--- config.mk ---
export PLATFORM = sky130hd
export DESIGN_NAME = txd_ring_walker
export DESIGN_NICKNAME = d
export VERILOG_FILES = /design/src/rtl/txd_pkg.sv /design/src/rtl/txd_len_check.sv /design/src/rtl/txd_ptr.sv /design/src/rtl/txd_byte_ser.sv /design/src/rtl/txd_ring_walker.sv
export SDC_FILE = /design/constraint.sdc
export NUM_CORES = 1
export LEC_CHECK = 0
export ABC_AREA = 1
export CELL_PAD_IN_SITES_DETAIL_PLACEMENT = 1
export CELL_PAD_IN_SITES_GLOBAL_PLACEMENT = 1
export CORE_ASPECT_RATIO = 1.5
export CORE_MARGIN = 2
export CORE_UTILIZATION = 37
export CTS_CLUSTER_SIZE = 40
export DETAILED_ROUTE_END_ITERATION = 8
export DONT_BUFFER_PORTS = 1
export GPL_ROUTABILITY_DRIVEN = 1
export PLACE_DENSITY = 0.67
export SLEW_MARGIN = 10
export SYNTH_ARGS = -nofsm -noshare
export SYNTH_HDL_FRONTEND = slang
export SYNTH_SLANG_ARGS = --single-unit
--- constraint.sdc ---
create_clock -name clk -period 2.6 [get_ports clk]
set_input_delay 0.52 -clock clk [delete_from_list [all_inputs] [get_ports clk]]
set_output_delay 0.52 -clock clk [all_outputs]
set_load 0.02 [all_outputs]
--- src/rtl/txd_pkg.sv ---
package txd_pkg;
  typedef enum logic [2:0] {
    S_IDLE, S_CTL, S_SIZE, S_BADDR, S_CHECK, S_DATA, S_SHIFT, S_WBACK
  } walk_st_t;

  localparam int OWN_BIT   = 31;
  localparam int LAST_BIT  = 29;
  localparam int WRAP_BIT  = 21;
  localparam int BUF2_LSB  = 16;
  localparam int OFS_SIZE  = 4;
  localparam int OFS_BADDR = 8;
  localparam int DESC_BYTES = 32;
endpackage

--- src/rtl/txd_len_check.sv ---
module txd_len_check #(
  parameter int LENW      = 12,
  parameter int MAX_BUF   = 2048,
  parameter int FRAME_LIM = 8192,
  localparam int ACCW     = $clog2(FRAME_LIM) + 1
) (
  input  logic [LENW-1:0] len1,
  input  logic [LENW-1:0] len2,
  input  logic [ACCW-1:0] acc,
  output logic            reject
);
  logic [ACCW:0] sum;
  logic          too_big, second_used, over_lim;

  always_comb begin
    sum         = {1'b0, acc} + (ACCW+1)'(len1);
    too_big     = {1'b0, len1} > (LENW+1)'(MAX_BUF);
    second_used = len2 != '0;
    over_lim    = sum >= (ACCW+1)'(FRAME_LIM);
    reject      = too_big | second_used | over_lim;
  end
endmodule

--- src/rtl/txd_ptr.sv ---
module txd_ptr #(
  parameter int AW   = 32,
  parameter int STEP = 32
) (
  input  logic          clk,
  input  logic          rst,
  input  logic          base_we,
  input  logic [AW-1:0] base_din,
  input  logic          adv,
  input  logic          wrap,
  output logic [AW-1:0] cur
);
  logic [AW-1:0] base_q;

  always_ff @(posedge clk) begin
    if (rst) begin
      base_q <= '0;
      cur    <= '0;
    end else if (base_we) begin
      base_q <= base_din;
      cur    <= base_din;
    end else if (adv) begin
      cur <= wrap ? base_q : cur + AW'(STEP);
    end
  end
endmodule

--- src/rtl/txd_byte_ser.sv ---
module txd_byte_ser #(
  parameter int DW = 32,
  localparam int NB  = DW / 8,
  localparam int CW  = $clog2(NB) + 1
) (
  input  logic          clk,
  input  logic          rst,
  input  logic          load,
  input  logic [DW-1:0] word,
  input  logic [CW-1:0] nbytes,
  input  logic          mark,
  output logic          busy,
  output logic          o_valid,
  output logic [7:0]    o_data,
  output logic          o_last
);
  logic [DW-1:0] sh;
  logic [CW-1:0] cnt;
  logic          mk;

  assign busy = cnt != '0;

  always_ff @(posedge clk) begin
    if (rst) begin
      sh      <= '0;
      cnt     <= '0;
      mk      <= 1'b0;
      o_valid <= 1'b0;
      o_data  <= '0;
      o_last  <= 1'b0;
    end else if (load) begin
      sh      <= word;
      cnt     <= nbytes;
      mk      <= mark;
      o_valid <= 1'b0;
      o_last  <= 1'b0;
    end else if (cnt != '0) begin
      o_valid <= 1'b1;
      o_data  <= sh[7:0];
      o_last  <= mk && (cnt == CW'(1));
      sh      <= sh >> 8;
      cnt     <= cnt - CW'(1);
    end else begin
      o_valid <= 1'b0;
      o_last  <= 1'b0;
    end
  end
endmodule

--- src/rtl/txd_ring_walker.sv ---
module txd_ring_walker
  import txd_pkg::*;
#(
  parameter int AW        = 32,
  parameter int LENW      = 12,
  parameter int MAX_BUF   = 2048,
  parameter int FRAME_LIM = 8192,
  localparam int DW       = 32,
  localparam int NB       = DW / 8,
  localparam int CW       = $clog2(NB) + 1,
  localparam int ACCW     = $clog2(FRAME_LIM) + 1
) (
  input  logic          clk,
  input  logic          rst,
  input  logic          poll,
  input  logic          base_we,
  input  logic [AW-1:0] base_addr,
  output logic          mem_req,
  output logic          mem_we,
  output logic [AW-1:0] mem_addr,
  output logic [31:0]   mem_wdata,
  input  logic          mem_ack,
  input  logic [31:0]   mem_rdata,
  output logic          tx_valid,
  output logic [7:0]    tx_data,
  output logic          tx_last,
  output logic          frame_done
);
  walk_st_t        st;
  logic [31:0]     ctl_q;
  logic [LENW-1:0] len1_q, len2_q, rem;
  logic [AW-1:0]   bufp;
  logic [ACCW-1:0] acc;
  logic            pend, done_q;
  logic [AW-1:0]   cur;
  logic            reject, ser_busy, ser_load, adv;
  logic [CW-1:0]   nb;
  logic            mark;

  txd_len_check #(.LENW(LENW), .MAX_BUF(MAX_BUF), .FRAME_LIM(FRAME_LIM)) u_chk_len (
    .len1(len1_q), .len2(len2_q), .acc(acc), .reject(reject)
  );

  assign adv = (st == S_WBACK) && mem_ack;

  txd_ptr #(.AW(AW), .STEP(DESC_BYTES)) u_ptr (
    .clk(clk), .rst(rst), .base_we(base_we), .base_din(base_addr),
    .adv(adv), .wrap(ctl_q[WRAP_BIT]), .cur(cur)
  );

  always_comb begin
    nb       = (rem >= LENW'(NB)) ? CW'(NB) : CW'(rem);
    mark     = ctl_q[LAST_BIT] && (rem == LENW'(nb));
    ser_load = (st == S_DATA) && mem_ack;
  end

  txd_byte_ser #(.DW(DW)) u_ser (
    .clk(clk), .rst(rst), .load(ser_load), .word(mem_rdata), .nbytes(nb),
    .mark(mark), .busy(ser_busy), .o_valid(tx_valid), .o_data(tx_data),
    .o_last(tx_last)
  );

  // Memory port decode from the registered state
  always_comb begin
    mem_req   = 1'b0;
    mem_we    = 1'b0;
    mem_addr  = cur;
    mem_wdata = '0;
    unique case (st)
      S_CTL:   mem_req = 1'b1;
      S_SIZE:  begin mem_req = 1'b1; mem_addr = cur + AW'(OFS_SIZE); end
      S_BADDR: begin mem_req = 1'b1; mem_addr = cur + AW'(OFS_BADDR); end
      S_DATA:  begin mem_req = 1'b1; mem_addr = bufp; end
      S_WBACK: begin
        mem_req   = 1'b1;
        mem_we    = 1'b1;
        mem_wdata = ctl_q & ~(32'h1 << OWN_BIT);
      end
      default: ;
    endcase
  end

  assign frame_done = done_q;

  always_ff @(posedge clk) begin
    if (rst) begin
      st     <= S_IDLE;
      ctl_q  <= '0;
      len1_q <= '0;
      len2_q <= '0;
      rem    <= '0;
      bufp   <= '0;
      acc    <= '0;
      pend   <= 1'b0;
      done_q <= 1'b0;
    end else begin
      done_q <= 1'b0;
      pend   <= poll | (pend & (st != S_IDLE));
      unique case (st)
        S_IDLE: if (pend) begin
          acc <= '0;
          st  <= S_CTL;
        end
        S_CTL: if (mem_ack) begin
          ctl_q <= mem_rdata;
          st    <= mem_rdata[OWN_BIT] ? S_SIZE : S_IDLE;
        end
        S_SIZE: if (mem_ack) begin
          len1_q <= mem_rdata[LENW-1:0];
          len2_q <= mem_rdata[BUF2_LSB +: LENW];
          st     <= S_BADDR;
        end
        S_BADDR: if (mem_ack) begin
          bufp <= {mem_rdata[AW-1:2], 2'b00};
          st   <= S_CHECK;
        end
        S_CHECK: begin
          rem <= len1_q;
          if (reject)              st <= S_IDLE;
          else if (len1_q == '0)   st <= S_WBACK;
          else                     st <= S_DATA;
        end
        S_DATA: if (mem_ack) begin
          rem  <= rem - LENW'(nb);
          bufp <= bufp + AW'(NB);
          st   <= S_SHIFT;
        end
        S_SHIFT: if (!ser_busy) begin
          st <= (rem == '0) ? S_WBACK : S_DATA;
        end
        S_WBACK: if (mem_ack) begin
          if (ctl_q[LAST_BIT]) begin
            acc    <= '0;
            done_q <= 1'b1;
          end else begin
            acc <= acc + ACCW'(len1_q);
          end
          st <= S_CTL;
        end
        default: st <= S_IDLE;
      endcase
    end
  end
endmodule

==> After elaboration in Yosys (flattened, before gate mapping) <==
Cells that the tools add are included.
{ "word_totals": {"out_inout_bits": 77, "inputBits": 69, "regBits": 228} }
{ "op_classes": {"n_eq_ne": 16, "add_sub_neg": 8, "bitwise": 8, "n_lt_le_gt_ge": 3, "n_reduce_logical": 26, "mux": 35} }
{ "ops": {"columns": ["cell", "n"], "rows": [
  ["32-bit 2-to-1 mux", 7],
  ["32-bit case mux with 3 select lines", 1],
  ["32-bit by 3-bit adder with 32-bit output, second input constant", 2],
  ["32-bit case mux with 2 select lines", 1],
  ["14-bit 2-to-1 mux", 3],
  ["3-bit 2-to-1 mux", 11],
  ["32-bit by 4-bit adder with 32-bit output, second input constant", 1],
  ["32-bit by 6-bit adder with 32-bit output, second input constant", 1],
  ["31-bit 2-to-1 mux", 1],
  ["14-bit case mux with 2 select lines", 1],
  ["12-bit zero test", 2],
  ["12-bit case mux with 2 select lines", 1],
  ["3-bit case mux with 8 select lines", 1],
  ["14-bit by 12-bit adder with 15-bit output", 1],
  ["15-bit by 14-bit >= comparator with 1-bit output, second input constant", 1],
  ["14-bit by 12-bit adder with 14-bit output", 1],
  ["2-bit inequality test, second input constant", 7],
  ["12-bit by 3-bit equality test with 1-bit output", 1],
  ["3-bit equality test, second input constant", 4],
  ["12-bit by 3-bit >= comparator with 1-bit output, second input constant", 1],
  ["12-bit greater-than comparator, second input constant", 1],
  ["12-bit 2-to-1 mux", 1],
  ["12-bit nonzero test", 1],
  ["12-bit by 3-bit subtractor with 12-bit output", 1],
  ["18 further kinds", 43]
]} }

==> Depth between registers and ports, before layout <==
Gate-level depths: netlist of the first run.
{ "depth": {"word_depth": 5, "mapped_depth": 14} }

==> Cells and area by module <==
Synthesis of the first run repeated with hierarchy kept, for this count alone.
{ "unflattened": {"cells_unflattened": 2206, "area_unflattened_um2": 14059.7} }
{ "by_module_without_submodules": {"columns": ["module", "cells_per_inst", "area_each_um2", "instances"], "rows": [
  ["txd_ring_walker", 1290, 7995.2, 1],
  ["txd_ptr", 518, 3439.5, 1],
  ["txd_byte_ser", 296, 2088.3, 1],
  ["txd_len_check", 102, 536.8, 1]
]} }

==> Worst setup path after synthesis of the first run <==
No wires, ideal clock.
{ "synth_path": {"path_type": "reg-to-output", "startpoint": "register st[1]", "endpoint": "output port mem_addr[11]", "required_ns": 2.080, "arrival_time_ns": 1.928, "path_stages_with_launch": 8, "n_path_buf": 1, "path_slack_ns": 0.152, "cell_sequence": "dfxtp_1 > inv_1 > nor2_2 > inv_2 > nor2_4 > buf_2 > o21ai_0 > o311ai_0"} }
{ "synth_between": {"elab_chain_cells": 2} }
{ "synth_rtl": {"columns": ["item", "line_no", "source"], "rows": [
  ["from (decl)", "txd_ring_walker.sv:29", "walk_st_t st;"],
  ["from (signal assigned)", "txd_ring_walker.sv:106", "st <= mem_rdata[OWN_BIT] ? S_SIZE : S_IDLE;"],
  ["from (signal assigned)", "txd_ring_walker.sv:129", "st <= (rem == '0) ? S_WBACK : S_DATA;"],
  ["3-bit equality test / 3-bit by 2-bit equality test with 1-bit output (equally long branches)", "txd_ring_walker.sv:69", "unique case (st)"],
  ["32-bit case mux with 3 select lines (*)", "txd_ring_walker.sv:69", null],
  ["to (decl)", "txd_ring_walker.sv:20", "output logic [AW-1:0] mem_addr,"]
]} }
Mark *: on every way between the ends. The rest lies on a longest branch, timed or not.

==> Worst setup path in the final report of the first run <==
{ "layout_path": {"startpoint": "register u_ptr.cur[5]", "endpoint": "output port mem_addr[22]"} }
{ "layout_between": {"elab_chain_cells": 2} }
{ "layout_rtl": {"columns": ["item", "line_no", "source"], "rows": [
  ["from (decl)", "txd_ptr.sv:11", "output logic [AW-1:0] cur"],
  ["from (signal assigned)", "txd_ptr.sv:21", "cur <= base_din;"],
  ["from (signal assigned)", "txd_ptr.sv:23", "cur <= wrap ? base_q : cur + AW'(STEP);"],
  ["32-bit by 4-bit adder with 32-bit output / 32-bit by 3-bit adder with 32-bit output (equally long branches)", "txd_ring_walker.sv:72, txd_ring_walker.sv:71", null],
  ["32-bit case mux with 3 select lines (*)", "txd_ring_walker.sv:69", null]
]} }
Marks and branches as above.

==> results of run 1 <==
worst max-delay path: stages (launching register included):
cell	delay, ns
dfxtp_4	0.39
inv_4	0.05
nor2_4	0.17
nand2_4	0.09
nor2_4	0.12
buf_12	0.13
buf_4	0.11
buf_6	0.09
nand3_4	0.06
o211ai_1	0.23
o2111ai_2	0.18
buf_6	0.18
worst max-delay path by stage:
stage | end | cells after the start | slack [ns] | from
finish | mem_addr[22] | 11 | -0.27 | u_ptr.cur[5]
detailed placement | mem_addr[25] | 10 | 0.02 | u_ptr.cur[13]
floorplan | mem_addr[11] | 7 | 0.15 | st[1]
global placement | mem_addr[25] | 10 | 0.02 | u_ptr.cur[13]
CTS | mem_addr[30] | 11 | -0.26 | u_ptr.cur[6]
global route | mem_addr[30] | 11 | -0.38 | u_ptr.cur[5]
metrics by stage:
step / instance area [um2] / TNS (ns)
global placement: 14540 / 0
finish: 16770 / -4.308
floorplan: 13060 / 0
global route: 16770 / -6.778
CTS: 16430 / -4.314
detailed placement: 14540 / 0
kinds of logic (layout without fill, tap and decap cells):
| kind of cell | Yosys count | in the layout | synth area share [%] |
|---|---|---|---|
| AND/OR/NAND/NOR | 852 | 852 | 27.23 |
| XOR/XNOR | 32 | 32 | 2.146 |
| other | 2 | 2 | 0.05750 |
| buffers and inverters | 362 | 526 | 10.87 |
| multiplexers | 1 | 1 | 0.07665 |
| AO/OA/AOI/OAI | 528 | 528 | 22.91 |
| adder cells (fa/ha/maj) | 21 | 21 | 2.069 |
| flip-flops | 226 | 226 | 34.64 |
sequential cells by signal (all words and copies together), names as in the netlist, 3 cells and up:
name / count
u_ptr.base_q: 32
u_ptr.cur: 32
u_ser.sh: 32
ctl_q: 31
bufp: 30
acc: 14
len1_q: 12
len2_q: 12
rem: 12
u_ser.o_data: 8
st: 3
u_ser.cnt: 3
synth_stat cells (4+ instances only):
cell	count
dfxtp_1	226
nand2_1	472
inv_1	238
buf_4	5
o211ai_1	43
nand4_1	29
clkbuf_1	67
a211oi_1	5
nand3b_1	7
nor2_1	203
buf_2	28
o21ai_0	197
nand2_2	5
o221ai_1	9
a31oi_1	39
a21o_1	6
nor2_4	7
ha_1	20
o22ai_1	8
a21oi_1	183
nor3_1	25
nor2_2	9
nor4_1	6
buf_1	6
inv_2	16
o21bai_1	7
a221oi_1	5
xor2_1	26
o31ai_1	4
xnor2_1	6
o2111ai_1	9
nand3_1	82
power by group through the flow:
stage	Combinational [mW]	Clock, mW	Sequential, mW
2_1_floorplan	1.48	0	4.08
3_3_place_gp	2.19	0	4.14
4_1_cts	2.49	3.56	4.09
6_report	2.54	3.47	4.10
3_5_place_dp	2.22	0	4.16
5_1_grt	2.77	3.67	4.14
area by class of cell:
class,instances,area [um2],share of cell area [%]
Sequential cell,226,4587,27.35
Clock buffer,34,719.4,4.290
Inverter,255,988.4,5.894
Tap cell,473,591.8,3.529
Clock inverter,8,50.05,0.2984
Timing Repair Buffer,229,1941,11.57
Multi-Input combinational cell,1436,7893,47.06
per-layer routing:
layer  vias to the layer above  part of all wire [%]  global-route usage [%]
met2                       294                    54                   58.41
met1                      6969                    37                   31.43
met4                         0                   4.8                   13.89
met3                       118                   3.4                   3.197
met5                         -                     0                       0
li1                       6971                     -                       -
repair_timing:
item,in CTS,in global routing
pin swaps,54,38
setup buffers,42,16
gates resized for setup,235,73
gates cloned,2,0
setup endpoints to repair,31,29
==> results.tsv, run 1 <==
stage	metric	value	unit
worst_hold_path	Worst Hold Path Cells	1	
synthesis	top-area cell type share of the netlist area	34.64	%
outcome	failing checks	setup timing	
outcome	status	finished, violations left	
global_route	first-pass GRT wire length	84790	um
synthesis	Async SR Flop Fraction	0	%
power	Gate power share	25.2	%
sta	Final Hold Viols	0	
critical_path	Critical Path Sink Type	primary output	
route	DRT antenna net count	0	
critical_path	reg2reg end	bufp[20]	
placed_design	IO Port Bufs	0	
synthesis	number of flops mapped to enable cells by yosys	0	
placed_design	dpl cells	2564	
synthesis	syn avg cell area	6.453	um2
power	switching power	3.534	mW
global_route	largest net degree at the start of global routing	81	
sta	skew final	0.01338	ns
power	sequential share of power	40.5	%
clock_tree	CTS tree	done	
critical_path	CP Class	reg -> out	
critical_path	crit path DAT	2.35	ns
worst_hold_path	Hold Path End	u_ptr.base_q[4]	
critical_path	cells on worst reg2reg path	12	
die	Initial Util	37.43	%
route	detailed-route DRC error count	0	
die	Die Wd	157.4	um
synthesis	dominant synthesized flop cell	dfxtp_1	
sta	RSZ-0062 raised after global routing	true	
synthesis	post-synthesis net count	2114	
global_route	initial antenna violation count	0	
sta	endpoints failing setup	27	
power	Power Total	10.11	mW
sta	slew margin rel.	46.30	%
layout	fin nets	2263	
placed_design	HPWL after DPL	42010	um
critical_path	worst-path fanout max	4	
layout	share of layout cells above drive strength 1	21.85	%
layout	final core occ	48.06	%
synthesis	largest cells by area after synthesis	dfxtp_1 35%, nand2_1 14%, o21ai_0 7.5%	
synthesis	sequential share of the synthesized area	34.64	%
die	Die Ht	234.1	um
power	sw frac	34.95	%
global_route	vias in the first global route	14851	
synthesis	#FFs+latches synth	226	
sta	Worst Slack Setup Final	-0.2739	ns
placed_design	worst slack, placed	0.02352	ns
die	FP Rows	84	
layout	area grow syn2layout	28.41	%
clock_tree	Sink Count	226	
clock_tree	Post-CTS Hold Fix Bufs	0	
worst_hold_path	Hold Path Class	in -> reg	
layout	number of fillers in the final layout	4542	
global_route	All-Layer GR Usage	29.88	%
layout	fin cells	2661	
power	Peak VDD IR	498.8	uV
route	drt via density	5.393	
route	Total Wirelength	55740	um
sta	Hold Worst Slack	0.05450	ns
sta	fmax	0.3480	GHz
route	via count	14352	
global_route	total grt overflow	0	
sta	Slew Viols, Final	0	
route	1st-pass router iterations	4	
power	Internal Power	6.577	mW
layout	Diodes inserted	0	
clock_tree	Reg clk slew, reported paths	0.06	ns
die	I/O pin total	146	
clock_tree	Max clock buf depth	3	
critical_path	startpoint class of the critical path	flip-flop	
synthesis	Distinct cells, synth	52	
power	static leakage	7.071	nW
clock_tree	Root Buffer	clkbuf_16	
layout	commonest non-fill, non-tap cells in the layout	437 x nand2_1, 220 x inv_1, 202 x dfxtp_1	
route	WL/cell	20.95	um
die	die footprint	36850	um2
synthesis	count of yosys warnings during synthesis	0	
route	Initial DRC Count	618	
sta	post-layout min period	2.874	ns
sta	crit share post-route	110.5	%
power	Clock Power Share	34.3	%
synthesis	Cells after Synth	2024	
power	power per cell area	602.9	nW/um2
clock_tree	Skew-Pair Late Insertion Delay	0.55	ns
critical_path	r2r startpoint	bufp[2]	
sta	Worst Max-Slew Pin Slew	0.8047	ns
synthesis	area leader, netlist	dfxtp_1	
critical_path	worst path required time	2.08	ns
worst_hold_path	Hold Path Origin	rst	
layout	commonest non-fill, non-tap cell in the layout	nand2_1	
clock_tree	CTS H-tree depth	1	
synthesis	Netlist Area Pre-Place	13060	um2
critical_path	reg2reg setup slack	0.30	ns
clock_tree	CTS Buf Count	25	
placed_design	GPL Wtd Cong	0.9550	
die	Core Footprint	34890	um2
flow_run	# Max-Cap Violations	0	
Note: power is estimated with default switching activity, not from simulation.
==> inputs of run 2 (changes only) <==
Settings changed: ABC_AREA 1 to 0, PLACE_DENSITY 0.67 to 0.65.
==> run 2 against run 1 <==
  * The flow still finishes with violations (setup timing)
  * Clock power rose by 17%
  * Worst setup slack worse by 0.25 ns
  * Register-to-register slack worse by 0.16 ns
  * Synthesized area is 1.5% lower
  * Worst hold slack worse by 0.021 ns
  * Clock-buffer cell count shrank 1
  * Critical path type unchanged
  * Largest power group is now the clock network
  * Highest routed layer unchanged
==> results.tsv, run 2 <==
stage	metric	value	unit
synthesis	Netlist Area Pre-Place	12870	um2
placed_design	worst slack, placed	-0.1518	ns
placed_design	GPL Wtd Cong	0.9378	
synthesis	top-area cell type share of the netlist area	35.16	%
critical_path	CP Class	reg -> out	
global_route	global route hottest layer	met2	
layout	area grow syn2layout	28.18	%
sta	Worst Max-Slew Pin Slew	0.6456	ns
synthesis	dominant synthesized flop cell	dfxtp_1	
route	via count	13838	
placed_design	IO Port Bufs	0	
global_route	initial antenna violation count	0	
sta	crit share post-route	120.2	%
critical_path	Critical Path Sink Type	primary output	
clock_tree	CTS H-tree depth	1	
sta	endpoints failing setup	25	
synthesis	#FFs+latches synth	226	
synthesis	top cells by count, synth	332 x nand2_1, 259 x a21oi_1, 226 x dfxtp_1	
sta	Final Hold Viols	0	
layout	Diodes inserted	0	
synthesis	Async SR Flop Fraction	0	%
layout	share of layout cells above drive strength 1	23.46	%
clock_tree	CTS tree	done	
outcome	status	finished, violations left	
global_route	All-Layer GR Usage	30.09	%
power	sequential share of power	41.5	%
synthesis	Distinct cells, synth	86	
power	Internal Power	6.396	mW
power	Power Total	8.805	mW
layout	commonest non-fill, non-tap cell in the layout	nand2_1	
synthesis	Cells after Synth	1781	
route	Total Wirelength	56300	um
power	Clock Power Share	46.1	%
sta	post-layout min period	3.126	ns
power	power per cell area	533.8	nW/um2
layout	fin cells	2356	
layout	commonest non-fill, non-tap cells in the layout	320 x nand2_1, 252 x a21oi_1, 206 x dfxtp_1	
global_route	total grt overflow	0	
global_route	first-pass GRT wire length	84120	um
clock_tree	Sink Count	226	
global_route	met2 Use GR	55.20	%
layout	fin nets	2001	
clock_tree	Max clock buf depth	3	
worst_hold_path	Hold Path Class	in -> reg	
critical_path	r2r startpoint	rem[5]	
die	I/O pin total	146	
synthesis	syn avg cell area	7.225	um2
worst_hold_path	Hold Path Origin	rst	
synthesis	area leader, netlist	dfxtp_1	
critical_path	worst-path fanout max	5	
critical_path	Crit. Startpoint	u_ptr.cur[5]	
die	Initial Util	37.55	%
layout	Top Registers	u_ptr.base_q x32, u_ptr.cur x32, u_ser.sh x32	
flow_run	# Max-Cap Violations	0	
synthesis	post-synthesis net count	1871	
sta	Worst Slack Setup Final	-0.5257	ns
clock_tree	Skew-Pair Late Insertion Delay	0.55	ns
die	Core Footprint	34270	um2
placed_design	HPWL after DPL	41030	um
route	WL/cell	23.89	um
route	1st-pass router iterations	7	
synthesis	largest cells by area after synthesis	dfxtp_1 35%, a21oi_1 10%, nand2_1 9.7%	
power	Gate power share	12.4	%
sta	Slew Viols, Final	0	
global_route	grt met1 use	31.33	%
clock_tree	CTS Buf Count	26	
sta	skew final	0.009435	ns
die	die footprint	36320	um2
clock_tree	Post-CTS Hold Fix Bufs	0	
route	detailed-route DRC error count	0	
critical_path	startpoint class of the critical path	flip-flop	
power	Peak VDD IR	452.7	uV
global_route	largest net degree at the start of global routing	232	
synthesis	most common cell in the synthesized netlist	nand2_1	
sta	fmax	0.3199	GHz
layout	final core occ	48.13	%
synthesis	number of flops mapped to enable cells by yosys	0	
critical_path	crit path DAT	2.61	ns
sta	slew margin rel.	56.90	%
critical_path	worst path required time	2.08	ns
placed_design	dpl cells	2252	
route	DRT antenna net count	0	
die	Die Ht	232.4	um
sta	RSZ-0062 raised after global routing	true	
die	Die Wd	156.3	um
power	switching power	2.409	mW
die	FP Rows	83	
synthesis	sequential share of the synthesized area	35.16	%
route	drt via density	5.874	
clock_tree	Root Buffer	clkbuf_16	
outcome	failing checks	setup timing	
power	static leakage	6.034	nW
power	sw frac	27.36	%
global_route	met3 Track Usage GR	3.613	%
clock_tree	Reg clk slew, reported paths	0.06	ns
global_route	vias in the first global route	14050	
route	Initial DRC Count	728	
synthesis	count of yosys warnings during synthesis	0	
-- run 2: cell count changes after synthesis, sizes merged, moves of 20 or more --
| cell | change |
|---|---|
| o211ai | -31 |
| nand3 | -23 |
| a21oi | +77 |
| nand2b | +32 |
| nand2 | -144 |
| clkbuf | +23 |
| inv | -229 |
| o21ai | -119 |
| mux2i | +20 |
| nor2 | -39 |
| and2 | +42 |
-- run 2: timing repair --
action	CTS	global route
resized for setup	161	54
buffers inserted	30	31
cloned	0	1
pin swaps	48	49
endpoints found under the setup margin	63	64
-- run 2: power groups by stage --
stage	clock network (mW)	registers [mW]	logic, mW
detailed placement	0	3.72	1.03
floorplan	0	3.70	0.722
CTS	4.15	3.65	1.08
global route	4.26	3.66	1.20
finish	4.06	3.65	1.09
global placement	0	3.72	1.02
-- run 2: final timing paths --
kind,to,cells past startpoint,slack [ns]
max,mem_addr[12],9,-0.53
max reg2reg,rem[8],11,0.14
min,len1_q[5],1,0.03
min reg2reg,u_ser.o_data[1],2,0.45
-- run 2: critical path: stages (launching register included) --
cell,delay (ns)
dfxtp_2,0.36
buf_6,0.13
nand4_4,0.12
or3_4,0.37
o21ai_2,0.13
nand2_1,0.08
a22o_1,0.19
a222oi_1,0.39
inv_1,0.10
buf_4,0.18
-- run 2: through the flow --
step / hold WS, ns / cell area [um2] / TNS (ns)
after floorplan: 0.4157 / 12870 / -0.04106
after global placement: 0.4343 / 14300 / -0.1197
after detailed placement: 0.4392 / 14300 / -0.2519
after CTS: 0.02822 / 16020 / -7.703
after global routing: 0.03084 / 16490 / -10.99
final: 0.03373 / 16490 / -8.181
-- run 2: layout make-up --
cell class	instances	area, um2
clock buffer	33	748.2
clock inverter	15	188.9
fill	4218	17780
inverter	25	93.84
multi-input combinational	1386	8269
sequential	226	4567
tap	425	531.8
timing repair buffer	246	2096
-- run 2: cell families after synthesis --
family	synth area share [%]
AND/OR/NAND/NOR	28.96
flip-flops	35.16
AO/OA/AOI/OAI	25.13
XOR/XNOR	1.293
other	0.05836
multiplexers	1.808
adder cells (fa/ha/maj)	2.178
buffers and inverters	5.406
-- run 2: layer usage --
metal,vias up,part of all wire [%]
met5,-,0
met4,0,8.7
met3,188,4.1
met2,374,51
met1,6725,36
li1,6551,-
